--- config.mk ---
export PLATFORM = sky130hd
export DESIGN_NAME = divconst_recip
export DESIGN_NICKNAME = d
export VERILOG_FILES = /design/src/rtl/divconst_pkg.sv /design/src/rtl/divconst_ctrl.sv /design/src/rtl/divconst_dp.sv /design/src/rtl/divconst_recip.sv
export SDC_FILE = /design/constraint.sdc
export NUM_CORES = 1
export LEC_CHECK = 0
export CORE_ASPECT_RATIO = 0.5
export CORE_MARGIN = 5
export CORE_UTILIZATION = 45
export CTS_CLUSTER_DIAMETER = 60
export DETAILED_ROUTE_END_ITERATION = 7
export GPL_ROUTABILITY_DRIVEN = 0
export GPL_TIMING_DRIVEN = 0
export SYNTH_ARGS = -nofsm -noshare
export SYNTH_HDL_FRONTEND = slang
export SYNTH_HIERARCHICAL = 1
export SYNTH_SLANG_ARGS = --single-unit
--- constraint.sdc ---
create_clock -name clk -period 7.1 [get_ports clk]
set_input_delay 1.42 -clock clk [delete_from_list [all_inputs] [get_ports clk]]
set_output_delay 1.42 -clock clk [all_outputs]
set_load 0.1 [all_outputs]
--- src/rtl/divconst_pkg.sv ---
package divconst_pkg;

  // Load strobes from the control to the datapath, one per pipeline stage
  typedef struct packed {
    logic loadMul;   // capture the multiply estimate
    logic loadFix;   // capture the corrected sum
    logic loadOut;   // capture the final quotient
  } stageStrobe_t;

  // Largest quotient that a W-bit dividend can produce
  function automatic longint unsigned quotMax(int unsigned w, longint unsigned d);
    longint unsigned allOnes;
    allOnes = (64'd1 << w) - 64'd1;
    return allOnes / d;
  endfunction

endpackage

--- src/rtl/divconst_ctrl.sv ---
module divconst_ctrl
  import divconst_pkg::*;
#(
  parameter int unsigned STAGES = 3
) (
  input  logic         clk,
  input  logic         rstN,
  input  logic         inValid,
  output stageStrobe_t strobe,
  output logic         outValid
);

  logic [STAGES-1:0] validPipe;

  always_ff @(posedge clk) begin
    if (!rstN) begin
      validPipe <= '0;
    end else begin
      validPipe <= {validPipe[STAGES-2:0], inValid};
    end
  end

  // Each stage loads only when the token in front of it is valid
  always_comb begin
    strobe.loadMul = inValid;
    strobe.loadFix = validPipe[0];
    strobe.loadOut = validPipe[1];
  end

  assign outValid = validPipe[STAGES-1];

endmodule

--- src/rtl/divconst_dp.sv ---
module divconst_dp
  import divconst_pkg::*;
#(
  parameter int unsigned       W          = 32,
  parameter logic [W-1:0]      MAGIC      = '0,
  parameter int unsigned       POST_SHIFT = 20,
  parameter bit                FIXUP      = 1'b1
) (
  input  logic         clk,
  input  logic         rstN,
  input  stageStrobe_t strobe,
  input  logic [W-1:0] inDividend,
  output logic [W-1:0] outQuotient
);

  localparam int unsigned PW = 2 * W;

  logic [PW-1:0] product;
  logic [W-1:0]  estReg;
  logic [W-1:0]  sumReg;
  logic [W-1:0]  sumNext;
  logic [W-1:0]  quotReg;

  // One wide multiply by the precomputed reciprocal
  always_comb begin
    product = {{W{1'b0}}, inDividend} * {{W{1'b0}}, MAGIC};
  end

  always_ff @(posedge clk) begin
    if (!rstN) begin
      estReg <= '0;
    end else if (strobe.loadMul) begin
      estReg <= product[PW-1:W];
    end
  end

  generate
    if (FIXUP) begin : g_fixup
      logic [W-1:0] dividendReg;
      logic [W-1:0] diff;

      always_ff @(posedge clk) begin
        if (!rstN) begin
          dividendReg <= '0;
        end else if (strobe.loadMul) begin
          dividendReg <= inDividend;
        end
      end

      // estimate never exceeds the dividend, so the difference is non-negative
      always_comb begin
        diff    = dividendReg - estReg;
        sumNext = (diff >> 1) + estReg;
      end
    end else begin : g_direct
      always_comb begin
        sumNext = estReg;
      end
    end
  endgenerate

  always_ff @(posedge clk) begin
    if (!rstN) begin
      sumReg <= '0;
    end else if (strobe.loadFix) begin
      sumReg <= sumNext;
    end
  end

  always_ff @(posedge clk) begin
    if (!rstN) begin
      quotReg <= '0;
    end else if (strobe.loadOut) begin
      quotReg <= sumReg >> POST_SHIFT;
    end
  end

  assign outQuotient = quotReg;

endmodule

--- src/rtl/divconst_recip.sv ---
module divconst_recip
  import divconst_pkg::*;
#(
  parameter bit NARROW = 1'b0,
  localparam int unsigned W = NARROW ? 16 : 32
) (
  input  logic         clk,
  input  logic         rstN,
  input  logic         inValid,
  input  logic [W-1:0] inDividend,
  output logic         outValid,
  output logic [W-1:0] outQuotient
);

  localparam longint unsigned DIVISOR    = NARROW ? 64'd12345 : 64'd1234567;
  localparam logic [31:0]     MAGIC32    = NARROW ? 32'd43489 : 32'd3000869427;
  // The product's upper half is kept, so the remaining shift is the total minus W
  localparam int unsigned     POST_SHIFT = NARROW ? (29 - 16) : 20;
  localparam bit              FIXUP      = !NARROW;

  stageStrobe_t strobe;

  divconst_ctrl #(
    .STAGES(3)
  ) u_ctrl (
    .clk     (clk),
    .rstN    (rstN),
    .inValid (inValid),
    .strobe  (strobe),
    .outValid(outValid)
  );

  divconst_dp #(
    .W         (W),
    .MAGIC     (MAGIC32[W-1:0]),
    .POST_SHIFT(POST_SHIFT),
    .FIXUP     (FIXUP)
  ) u_dp (
    .clk        (clk),
    .rstN       (rstN),
    .strobe     (strobe),
    .inDividend (inDividend),
    .outQuotient(outQuotient)
  );

endmodule

## Yosys cells after proc, flatten, opt, wreduce, memory -nomap -nowiden

Index checks and enable logic that the tools add are counted.

- Input bits: 35
- Register bits: 111
- Output and inout port bits: 33

- Multipliers: 1
- $add $sub $neg: 2

Operator list:

| kind | number |
|---|---|
| $mul A32 B32 Y64 const B | 1 |
| $add A31 B32 Y32 | 1 |
| $sub A32 B32 Y32 | 1 |

## Logic depth before layout (Yosys ltp)

- Word-level depth: 2
- Depth in mapped cells: 25
- Mapped depth without buffers: 25

## Modules after synthesis

Netlist, hierarchy kept.

By module, submodules not included:

| module | sequential area each (µm²) | cells each | instances | area each (µm²) |
|---|---|---|---|---|
| divconst_dp | 1761.7 | 2466 | 1 | 23445.0 |
| divconst_ctrl | 60.1 | 7 | 1 | 86.3 |

## Worst setup path after synthesis

OpenSTA, ideal clock, no wires.

- Path kind: input port to flip-flop
- Start: input inDividend[10]
- End: register u_dp.estReg[24]
- Buffers on the path: 0
- Data arrival time: 7.614 ns
- Slack: -0.636 ns
- Setup time: 0.122 ns
- Stages: 23
- Cells stage by stage: ha_1 inv_1 fa_1 inv_1 fa_1 inv_1 fa_1 inv_1 fa_1 fa_1 fa_1 fa_1 ha_1 nand2_1 o21ai_1 o21ai_0 a211o_1 a31oi_1 nand2_1 o41ai_2 a31oi_1 and4_1 a311o_1

- Cells in the longest elaborated chain, start to end: 1

Ends and longest elaborated chain:

| what | RTL line | RTL |
|---|---|---|
| start: declaration | divconst_recip.sv:10 | `input logic [W-1:0] inDividend,` |
| $mul A32 B32 Y64 | divconst_dp.sv:26 | `product = {{W{1'b0}}, inDividend} * {{W{1'b0}}, MAGIC};` |
| end signal: assignment | divconst_dp.sv:33 | `estReg <= product[PW-1:W];` |
| end: declaration | divconst_dp.sv:19 | `logic [W-1:0] estReg;` |

Every way passes these cells.
A chain may end at the register's enable or synchronous reset.

## Worst setup path in the final report

- Start: input inDividend[9]
- End: register u_dp.estReg[30]

Same word-level chain as after synthesis.

==> results.yml <==
status:
  outcome: "complete, but fails checks"
  violations: "setup timing"
drt:
  drt_pass1_iterations: 5
  wl_per_cell_microns: 18.8
  ant_nets: 0
  vias: 17048
  vias_per_cell: 5.12
  drc: 0
  wl_microns: 62600
  drtIter0Drc: 765
synth:
  yosysTopAreaCell: "fa_1"
  async_reset_ff_frac: 0
  seq_area_frac_synth: 0.0774
  synth_area_sq_um: 23500
  synthCells: 2473
  synth_flop_cell: "dfxtp_1"
  avgSynthCellArea_sq_um: 9.52
  synth_area_leaders: "fa_1, ha_1, inv_1"
  ys_seq_elements: 91
  yosysTopAreaCellShare: 0.345
  yosysWarnings: 6
  synth_cell_types: 64
  synth_edf_count: 0
grt:
  grt_pass1_wl_microns: 97900
  antenna_found_initial: 2
  grt_usage: 0.220
  grt_max_degree: 17
  grt_pass1_vias: 17736
  grt_overflow: 0
setup_path:
  crit_type: "in -> reg"
  crit_family: "adder cells"
  worst_path_max_delay_cell: "fa_1"
  worst_path_most_repeated_cell: "fa_1"
  slowest_delay_ns: 0.53
  path_buf_inv: 7
  cp_data_arrival_time_ns: 7.93
  cp_max_fo: 8
  critPathCaptureType: "register"
  worstPathRequired_ns: 7.37
  crit_path_start_kind: "primary input"
sta:
  setup_viol: 31
  tightest_slew_ns: 1.02
  rsz0062_at_grt: "true"
  setup_ws_ns: -0.562
  post-route-min-period_ns: 7.66
  final.setup_skew_ns: 0.0106
  finalHoldViolations: 0
  min_period_over_period: 1.08
  fmax_mhz: 131
  maxSlewHeadroom: 0.308
  slew_violations: 0
final_layout:
  n_fill_cell: 4717
  fin_cells: 3330
  final_common_cell: "inv_1"
  antenna-diode-count: 0
  syn_to_final_growth_pct: 15.6
  fin_nets: 3532
  final_cell_mix: "inv_1, ha_1, fa_1, nor2_1, dfxtp_1"
  drive_above_1_share: 0.113
cts:
  clkSinkCount: 91
  cts_tree: "built"
  htreeDepth: 3
  clockBufferDepth: 2
  ctsRootBufferMaster: "clkbuf_16"
  clk_latency_ns: 0.34
  cts.reportedPaths.clkPinSlew_ns: 0.07
  cts_buffers: 9
die:
  die_area_sq_um: 57200
  io_pins: 68
  start_util: 0.454
  core_area_sq_um: 51800
  die_height_microns: 172
  rows: 59
  die_w_microns: 333
placed_design:
  port_buffers: 47
  dp_hpwl_microns: 51000
  dp_cells: 3240
min_path:
  hold_path_class: "reg -> reg"
job:
  drv_cap: 0
## per-stage QoR
stage           util  cell area, sq um  worst slack, ns  hold WS, ns  TNS (ns)
4_1_cts        0.511             26500           -0.558        0.476     -5.91
6_report       0.525             27200           -0.562        0.469    -10.71
5_1_grt        0.525             27200           -0.702        0.481    -14.93
3_3_place_gp   0.485             25100            -2.58        0.442    -68.59
3_5_place_dp   0.485             25100            -2.65        0.445    -69.86
2_1_floorplan      -             23800           -0.252        0.428     -1.09
## cells in the mapped netlist, types with 12 or more instances
master and number:
buf_4 21, nand4_1 24, nand2_1 63, o211ai_1 12, o21bai_1 13, mux2i_1 66
ha_1 468, a31oi_1 12, and2_1 13, nor3_1 14, o21ai_0 51, nand3_1 22
o21a_1 15, fa_1 405, a21o_1 59, xor2_1 30, dfxtp_1 91, nor2_1 115
a211oi_1 13, inv_1 684, a21oi_1 95, xnor2_1 49, clkbuf_1 23
## kinds of logic after synthesis
family | synth area share
compound gates | 0.0881
xor+xnor | 0.0294
fa+ha+maj | 0.593
buf+inv | 0.121
flops | 0.0774
mux | 0.0295
other cells | 0.000159
simple gates | 0.0609
## layer usage
metal / global-route usage / vias up / share of wire
met5: 0 / - / 0.00013
met4: 0.0406 / 2 / 0.022
met3: 0.0333 / 85 / 0.054
met2: 0.374 / 375 / 0.47
met1: 0.305 / 8472 / 0.45
li1: - / 8114 / -
## cell type report
cell class                 count  area (sq um)  share of cell area
buffer                        54           282              0.0104
tap                          701           877              0.0322
sequential                    91          1820              0.0670
timing repair buffer         121          1330              0.0490
clock inverter                 6          47.5             0.00175
clock buffer                  10           239             0.00879
multi-input combinational   1663         20000               0.736
inverter                     684          2570              0.0946
## path summary, 6_finish.rpt
| path | start | to | slack, ns | depth (start not counted) |
|---|---|---|---|---|
| worst max-delay path | inDividend[9] | u_dp/estReg[30] | -0.56 | 26 |
| worst min-delay path | u_ctrl/validPipe[0] | u_ctrl/validPipe[1] | 0.47 | 1 |
| worst min register to register | u_ctrl/validPipe[0] | u_ctrl/validPipe[1] | 0.47 | 1 |
| worst max register to register | u_dp/estReg[1] | u_dp/sumReg[31] | 1.43 | 23 |
## flip-flops by register name, summed over array words and instances (netlist names)
| register | count |
|---|---|
| u_dp/estReg | 32 |
| u_dp/outQuotient | 12 |
| u_dp/g_fixup.dividendReg | 32 |
| u_dp/sumReg | 12 |
| u_ctrl/validPipe | 3 |
## repair_timing
item	in CTS	in global routing
gates cloned	0	1
setup endpoints to repair	32	32
pin swaps	44	61
resized for setup	359	89
hold buffers	0	0
setup buffers	44	32
Power is left out: the tool's default activity adds up to more than one toggle a clock period on the data nets, which glitch-free logic cannot reach.
